File: src/rtl/ckb_pkg.sv
package ckb_pkg;
  localparam int NUM_FIELDS = 5;
  localparam int F_MSTOP  = 0;
  localparam int F_CPUSRC = 1;
  localparam int F_STOP   = 2;
  localparam int F_OSCDET = 3;
  localparam int F_PLL    = 4;

  typedef struct packed {
    logic nmi;
    logic wdt_lock;
    logic clk_lock;
    logic one_wait;
  } mode_t;
endpackage

File: src/rtl/ckb_key_reg.sv
module ckb_key_reg #(
  parameter int KEY_W = 2
) (
  input  logic             clk_i,
  input  logic             rst_i,
  input  logic             wr_i,
  input  logic [KEY_W-1:0] wdata_i,
  output logic [KEY_W-1:0] key_o
);
  always_ff @(posedge clk_i) begin
    if (rst_i)     key_o <= '0;
    else if (wr_i) key_o <= wdata_i;
  end
endmodule

File: src/rtl/ckb_mode_reg.sv
module ckb_mode_reg
  import ckb_pkg::*;
#(
  parameter int DATA_W = 8
) (
  input  logic              clk_i,
  input  logic              rst_i,
  input  logic              wr_psel_i,
  input  logic              wr_mode_i,
  input  logic [DATA_W-1:0] wdata_i,
  input  logic [1:0]        key_i,
  input  logic              pll_en_i,
  output logic [1:0]        psel_o,
  output mode_t             mode_o
);
  logic psel_ok, mode_hit, wait_change, mode_ok;

  assign psel_ok     = wr_psel_i && key_i[0];
  assign mode_hit    = wr_mode_i && key_i[1];
  assign wait_change = wdata_i[0] != mode_o.one_wait;
  assign mode_ok     = mode_hit && !(pll_en_i && wait_change);

  always_ff @(posedge clk_i) begin
    if (rst_i) begin
      psel_o <= 2'b11;
      mode_o <= '0;
    end else begin
      if (psel_ok) psel_o <= wdata_i[1:0];
      if (mode_ok) begin
        mode_o.one_wait <= wdata_i[0];
        mode_o.clk_lock <= mode_o.clk_lock | wdata_i[1];
        mode_o.wdt_lock <= mode_o.wdt_lock | wdata_i[2];
        mode_o.nmi      <= mode_o.nmi      | wdata_i[4];
      end
    end
  end

  p_psel_key_r2: assert property (@(posedge clk_i) disable iff (rst_i)
    !key_i[0] |=> $stable(psel_o));
  p_mode_key_r3: assert property (@(posedge clk_i) disable iff (rst_i)
    !key_i[1] |=> $stable(mode_o));
  p_wait_pll_r4: assert property (@(posedge clk_i) disable iff (rst_i)
    pll_en_i |=> $stable(mode_o.one_wait));
  p_clk_sticky_r5: assert property (@(posedge clk_i) disable iff (rst_i)
    mode_o.clk_lock |=> mode_o.clk_lock);
  p_wdt_sticky_r6: assert property (@(posedge clk_i) disable iff (rst_i)
    mode_o.wdt_lock |=> mode_o.wdt_lock);
  p_nmi_sticky_r7: assert property (@(posedge clk_i) disable iff (rst_i)
    mode_o.nmi |=> mode_o.nmi);
endmodule

File: src/rtl/ckb_field_gate.sv
module ckb_field_gate
  import ckb_pkg::*;
#(
  parameter int NF = NUM_FIELDS
) (
  input  logic          clk_i,
  input  logic          rst_i,
  input  logic [NF-1:0] hit_i,
  input  logic          key0_i,
  input  logic          clk_lock_i,
  input  logic          wdt_lock_i,
  output logic [NF-1:0] gate_o
);
  for (genvar f = 0; f < NF; f++) begin : g_field
    logic blocked;
    if (f == F_STOP) begin : g_stop
      assign blocked = clk_lock_i || wdt_lock_i;
    end else begin : g_plain
      assign blocked = clk_lock_i;
    end
    always_ff @(posedge clk_i) begin
      if (rst_i) gate_o[f] <= 1'b0;
      else       gate_o[f] <= hit_i[f] && key0_i && !blocked;
    end
  end

  p_gate_lock_r5: assert property (@(posedge clk_i) disable iff (rst_i)
    clk_lock_i |=> gate_o == '0);
  p_stop_wdt_r6: assert property (@(posedge clk_i) disable iff (rst_i)
    wdt_lock_i |=> !gate_o[F_STOP]);
  p_gate_key_r9: assert property (@(posedge clk_i) disable iff (rst_i)
    !key0_i |=> gate_o == '0);
  p_gate_single_r9: assert property (@(posedge clk_i) disable iff (rst_i)
    $onehot0(gate_o));
endmodule

File: src/rtl/clkctl_guard_bank.sv
module clkctl_guard_bank
  import ckb_pkg::*;
#(
  parameter int ADDR_W     = 4,
  parameter int DATA_W     = 8,
  parameter int A_KEY      = 0,
  parameter int A_PSEL     = 1,
  parameter int A_MODE     = 2,
  parameter int FIELD_BASE = 8
) (
  input  logic                  clk_i,
  input  logic                  rst_i,
  input  logic [ADDR_W-1:0]     addr_i,
  input  logic [DATA_W-1:0]     wdata_i,
  input  logic                  wr_i,
  input  logic                  pll_en_i,
  output logic [DATA_W-1:0]     rd_data_o,
  output logic                  tmr_clk_full_o,
  output logic                  sio_clk_full_o,
  output logic                  sfr_one_wait_o,
  output logic                  bclk_keep_o,
  output logic                  wdt_ring_src_o,
  output logic                  nmi_mode_o,
  output logic [NUM_FIELDS-1:0] field_gate_o
);
  localparam int KEY_W = 2;

  logic [KEY_W-1:0]      key_q;
  logic [1:0]            psel_q;
  mode_t                 mode_q;
  logic [NUM_FIELDS-1:0] field_hit;
  logic [DATA_W-1:0]     rd_next;

  ckb_key_reg #(.KEY_W(KEY_W)) u_key (
    .clk_i   (clk_i),
    .rst_i   (rst_i),
    .wr_i    (wr_i && addr_i == ADDR_W'(A_KEY)),
    .wdata_i (wdata_i[KEY_W-1:0]),
    .key_o   (key_q)
  );

  ckb_mode_reg #(.DATA_W(DATA_W)) u_mode (
    .clk_i     (clk_i),
    .rst_i     (rst_i),
    .wr_psel_i (wr_i && addr_i == ADDR_W'(A_PSEL)),
    .wr_mode_i (wr_i && addr_i == ADDR_W'(A_MODE)),
    .wdata_i   (wdata_i),
    .key_i     (key_q),
    .pll_en_i  (pll_en_i),
    .psel_o    (psel_q),
    .mode_o    (mode_q)
  );

  for (genvar f = 0; f < NUM_FIELDS; f++) begin : g_hit
    assign field_hit[f] = wr_i && addr_i == ADDR_W'(FIELD_BASE + f);
  end

  ckb_field_gate #(.NF(NUM_FIELDS)) u_gate (
    .clk_i      (clk_i),
    .rst_i      (rst_i),
    .hit_i      (field_hit),
    .key0_i     (key_q[0]),
    .clk_lock_i (mode_q.clk_lock),
    .wdt_lock_i (mode_q.wdt_lock),
    .gate_o     (field_gate_o)
  );

  always_comb begin
    rd_next = '0;
    if (addr_i == ADDR_W'(A_KEY)) begin
      rd_next[KEY_W-1:0] = key_q;
    end else if (addr_i == ADDR_W'(A_PSEL)) begin
      rd_next[1:0] = psel_q;
    end else if (addr_i == ADDR_W'(A_MODE)) begin
      rd_next[0] = mode_q.one_wait;
      rd_next[1] = mode_q.clk_lock;
      rd_next[2] = mode_q.wdt_lock;
      rd_next[4] = mode_q.nmi;
    end
  end

  always_ff @(posedge clk_i) begin
    if (rst_i) rd_data_o <= '0;
    else       rd_data_o <= rd_next;
  end

  assign tmr_clk_full_o = psel_q[0];
  assign sio_clk_full_o = psel_q[1];
  assign sfr_one_wait_o = mode_q.one_wait;
  assign bclk_keep_o    = mode_q.clk_lock;
  assign wdt_ring_src_o = mode_q.wdt_lock;
  assign nmi_mode_o     = mode_q.nmi;

  p_mode_rsvd_r8: assert property (@(posedge clk_i) disable iff (rst_i)
    $past(addr_i) == ADDR_W'(A_MODE) |-> rd_data_o[3] == 1'b0 && rd_data_o[DATA_W-1:5] == '0);
endmodule

File: config.mk
export PLATFORM = sky130hd
export DESIGN_NAME = clkctl_guard_bank
export DESIGN_NICKNAME = d
export VERILOG_FILES = /design/src/rtl/ckb_pkg.sv /design/src/rtl/ckb_key_reg.sv /design/src/rtl/ckb_mode_reg.sv /design/src/rtl/ckb_field_gate.sv /design/src/rtl/clkctl_guard_bank.sv
export SDC_FILE = /design/constraint.sdc
export NUM_CORES = 1
export LEC_CHECK = 0
export BUFFER_PORTS_ARGS = -buffer_cell sky130_fd_sc_hd__buf_4
export CAP_MARGIN = 15
export CORE_MARGIN = 2
export CORE_UTILIZATION = 35
export DETAILED_ROUTE_END_ITERATION = 8
export PLACE_DENSITY = 0.67
export SLEW_MARGIN = 20
export SYNTH_ARGS = -nofsm -noshare
export SYNTH_HDL_FRONTEND = slang
export SYNTH_SLANG_ARGS = --single-unit
File: constraint.sdc
create_clock -name clk_i -period 1.5 [get_ports clk_i]
set_input_delay 0.3 -clock clk_i [delete_from_list [all_inputs] [get_ports clk_i]]
set_output_delay 0.3 -clock clk_i [all_outputs]
set_load 0.02 [all_outputs]
Word-level counts from Yosys, hierarchy flattened
Cells that the tools add are included.
Cells by class
  mux-type cells: 3
  reduce and logical (&&, ||, !) cells: 28
  equality and inequality tests: 8
  bitwise logic cells: 4
Operators with widths (count)
  logical AND 1 bit: 22
  == test 4 bit, second input constant: 5
  == test 4 x 1 -> 1 bit, second input constant: 1
  == test 4 x 2 -> 1 bit, second input constant: 1
  logical NOT 4 bit: 1
  two-way mux 2 bit: 2
  OR reduction 4 bit: 1
  logical NOT 1 bit: 3
  two-way mux 3 bit: 1
  OR 1 bit: 3
  logical OR 1 bit: 1
  inequality test 1 bit: 1
  inverter 1 bit: 1
Word-level totals
  bits of input ports: 16
  register bits: 21
  output and inout bits: 19
  word-level logic and storage cells: 57

Logic depth before layout (Yosys ltp)
  depth after elaboration: 4
  gate-level depth with buffers: 4
  gate-level depth less buffers: 3

Cells and area by module
A second synthesis with hierarchy kept.
Second synthesis, totals
  cells, all modules: 77
  area total of the unflattened synthesis: 713.2 sq um
By module, submodules not included
  clkctl_guard_bank: instances 1, area each 272.8 sq um, cells an instance 37, sequential area each 80.1 sq um
  ckb_mode_reg: instances 1, area each 225.2 sq um, cells an instance 23, sequential area each 120.1 sq um
  ckb_field_gate: instances 1, area each 147.6 sq um, cells an instance 11, sequential area each 100.1 sq um
  ckb_key_reg: instances 1, area each 67.6 sq um, cells an instance 6, sequential area each 40.0 sq um

Worst setup path after synthesis
OpenSTA, ideal clock, no wires.
  path kind: input-to-reg
  start: input port addr_i[2]
  end: register u_mode.mode_o[0] (netlist name)
  setup time: 0.131 ns
  data required time: 1.369 ns
  path buffers: 1
  stages on the path: 4
  arrival: 1.145 ns
  slack: 0.224 ns
  path through: or3b_1 > buf_2 > o311ai_1 > o41ai_1
Between the ends
  longest elaborated chain between the ends: 4
RTL lines
  from (decl): RTL line clkctl_guard_bank.sv:13  | input logic [ADDR_W-1:0] addr_i,
  == test 4 x 2 -> 1 bit: RTL line clkctl_guard_bank.sv:46  | .wr_mode_i (wr_i && addr_i == ADDR_W'(A_MODE)),
  logical AND 1 bit: RTL line clkctl_guard_bank.sv:46
  logical AND 1 bit: RTL line ckb_mode_reg.sv:19  | assign mode_hit = wr_mode_i && key_i[1];
  logical AND 1 bit: RTL line ckb_mode_reg.sv:21  | assign mode_ok = mode_hit && !(pll_en_i && wait_change);
  to (decl): RTL line ckb_mode_reg.sv:14  | output mode_t mode_o
Every way passes these cells.
A chain may end at the register's enable or synchronous reset.

Worst setup path in the final report
  start: register u_mode.mode_o[1] (netlist name)
  end: register u_gate.gate_o[2]
Between the ends
  longest elaborated chain between the ends: 3
RTL lines
  logical OR 1 bit: RTL line ckb_field_gate.sv:17  | assign blocked = clk_lock_i || wdt_lock_i;
  logical NOT 1 bit: RTL line ckb_field_gate.sv:23  | else gate_o[f] <= hit_i[f] && key0_i && !blocked;
  logical AND 1 bit: RTL line ckb_field_gate.sv:23
  to (signal, indexed assignment): RTL line ckb_field_gate.sv:23
  to (decl): RTL line ckb_field_gate.sv:12  | output logic [NF-1:0] gate_o
Every way passes these cells.

==> results.cfg <==
[power_and_ir_drop]
power_switching_uw = 194.0
p_per_area_nw_per_um2 = 839.7
leakagePower_nw = 0.3864
seq_power_share_pct = 58.2
clkPwrFrac_pct = 31.7
switching_share_pct = 24.89
power_frac_comb_pct = 10.1
ir_drop_uv = 535.2
power.internal_uw = 585.6
power.total_uw = 779.6

[clock_tree]
postCtsSetupBuffers = 0
insertion_delay_ns = 0.30
root_buffer = clkbuf_4
clk_pin_slew_ns = 0.10
clock-sinks = 17
htreeDepth = 1
postCtsHoldBufs = 0
cts_tree = built
cts_made_buffers = 3
clockBufferDepth = 2
cts_resized = 0

[die]
placementRows = 16
pin_count = 35
initial_core_util_pct = 36.65
die_y_um = 48.86
dieArea_um2 = 2387
fp.dieW_um = 48.86
coreArea_um2 = 1922

[finish]
diodes = 0
syn2layout_area_growth_pct = 31.79
post-route-util_pct = 48.31
final_cells = 126
nNetsFinal = 116
drive_gt1_share_pct = 30.30

[placed_design]
place_inst = 122
routabilityCongestion = 0.7691
dp_hpwl_um = 1168
port_buffers = 26

[sta]
fmax_ghz = 0.7872
slew_viol_final = 0
rsz0062_at_grt = no
fin_crit_sh_pct = 84.69
hold_viol = 0
period_needed_ns = 1.270
finalSetupTns_ns = 0
clock_skew_ns = 0.006377
setup_violations = 0

[synthesis]
yosysTopAreaCell = dfxtp_1
synth-edff-count = 0
yosys_warnings = 0
syn-instance-count = 73
synth-seq-cells = 17
ys.flop_type = dfxtp_1
synth_area_leaders = dfxtp_1 48%, buf_4 4.3%, o2bb2ai_1 3.7%, nor2b_1 3.6%, nand3b_1 3.2%
post-synth-top-count-cell = dfxtp_1
ys_types = 28
yosys-top-cells-count = 17 x dfxtp_1, 5 x nand2_1, 4 x buf_4, 4 x nand3_1, 4 x nor2b_1
syn_area_per_cell_um2 = 9.650
synth_area_um2 = 704.4
ys_async_sr_fraction_pct = 0
synth.yosys.seq_area_share_pct = 48.31
synth_top_area_share_pct = 48.31

[run_status]
status = completed

[setup_path]
cp-end-kind = register
crit_path_start_kind = register
arrival_ns = 1.50
worstPathCellList = nor4bb_1 -> nand3b_1 -> nor3b_1
cp.required_ns = 1.73
max_stage_delay_ns = 0.37
worstSetupPathType = register to register
crit_slowest_cell = dfxtp_1
rr_startpoint = u_mode.mode_o[1]$_SDFFE_PP0P_
cp_max_fo = 4
setup.worst_path.start = u_mode.mode_o[1]$_SDFFE_PP0P_

[detailed_routing]
dr.pass1.iters = 4
via_count = 643
viasPerCell = 5.103
wl_per_cell_um = 12.51
drtIter0Drc = 10
antenna_left = 0
drc = 0
drt_wl_total_um = 1576

[grt]
grt_max_degree = 13
grt-ovfl-total = 0
first_global_vias = 562
antenna_found_initial = 0
grt_first_pass_wirelength_um = 2456
grt.total_usage_pct = 13.15

[min_path]
hold_path.class = primary input to register
worstHoldStart = rst_i

[run]
drv_cap = 0
## through the flow
| step | worst slack [ns] | cell area, um2 | hold slack, ns |
|---|---|---|---|
| floorplan | 0.2237 | 715.7 | 0.3691 |
| global placement | 0.06082 | 900.9 | 0.4616 |
| finish | 0.2296 | 928.4 | 0.1782 |
| CTS | 0.2059 | 928.4 | 0.1705 |
| detailed placement | 0.04985 | 900.9 | 0.4640 |
| global route | 0.1074 | 928.4 | 0.1862 |
## routing by layer
metal / part of all wire, % / track usage (%)
met5: 0 / 0
met4: 1.8 / 7.143
met3: 7.6 / 2.761
met2: 49 / 21.92
met1: 42 / 15.72
## sequential cells by signal (all words and copies together) (netlist names)
register and cells:
u_mode.psel_o 2, u_mode.mode_o 4, rd_data_o 4, u_gate.gate_o 5
u_key.key_o 2
## cells by family after synthesis
family	share of synthesized area [%]
other	0.5323
buffers and inverters	6.749
AND/OR/NAND/NOR	25.40
XOR/XNOR	1.244
flip-flops	48.31
multiplexers	2.842
AO/OA/AOI/OAI	14.92
## power by group through the flow
stage | registers [mW] | clock network (mW) | logic, mW
3_3_place_gp | 0.464 | 0 | 0.0765
2_1_floorplan | 0.465 | 0 | 0.0487
5_1_grt | 0.454 | 0.270 | 0.0852
6_report | 0.454 | 0.247 | 0.0787
3_5_place_dp | 0.464 | 0 | 0.0782
4_1_cts | 0.454 | 0.258 | 0.0784
## cell usage in the layout, fill, tap and decap left out
master / instances
buf_4: 26
dfxtp_1: 17
nand2_1: 5
nor2b_1: 4
nand3_1: 4
conb_1: 4
nand3b_1: 3
o2bb2ai_1: 3
nor3b_1: 3
clkbuf_4: 3
nand4_1: 2
o21ai_1: 2
nor2_1: 2
nor3_1: 2
and3_1: 2
o31ai_1: 2
a21oi_1: 2
mux2i_1: 2
a2bb2oi_1: 2
or3b_1: 1
clkinv_1: 1
o311ai_1: 1
o41ai_1: 1
xor2_1: 1
a211o_1: 1
nor4bb_1: 1
and4_1: 1
clkinv_2: 1
## final timing paths
path	to	slack, ns	depth (start not counted)
setup / recovery	u_gate.gate_o[2]$_SDFF_PP0_	0.23	3
hold / removal	u_key.key_o[1]$_SDFFE_PP0P_	0.18	2
setup reg to reg	u_gate.gate_o[2]$_SDFF_PP0_	0.23	3
hold reg to reg	u_gate.gate_o[2]$_SDFF_PP0_	0.48	1
## worst max-delay path, delay by kind of cell (launching register included)
kind,cells,cell delay [ns]
and+or+nand+nor,3,0.83
DFF,1,0.37
## cell type report
| type | count | area, um2 |
|---|---|---|
| fillers | 213 | 993.5 |
| flip-flops and latches | 17 | 340.3 |
| multi-input cells | 51 | 327.8 |
| repair buffers | 26 | 195.2 |
| well taps | 27 | 33.78 |
| clock buffers | 3 | 22.52 |
| clock inverters | 1 | 5.005 |
| inverters | 1 | 3.754 |
(Power assumes the default switching activity.)
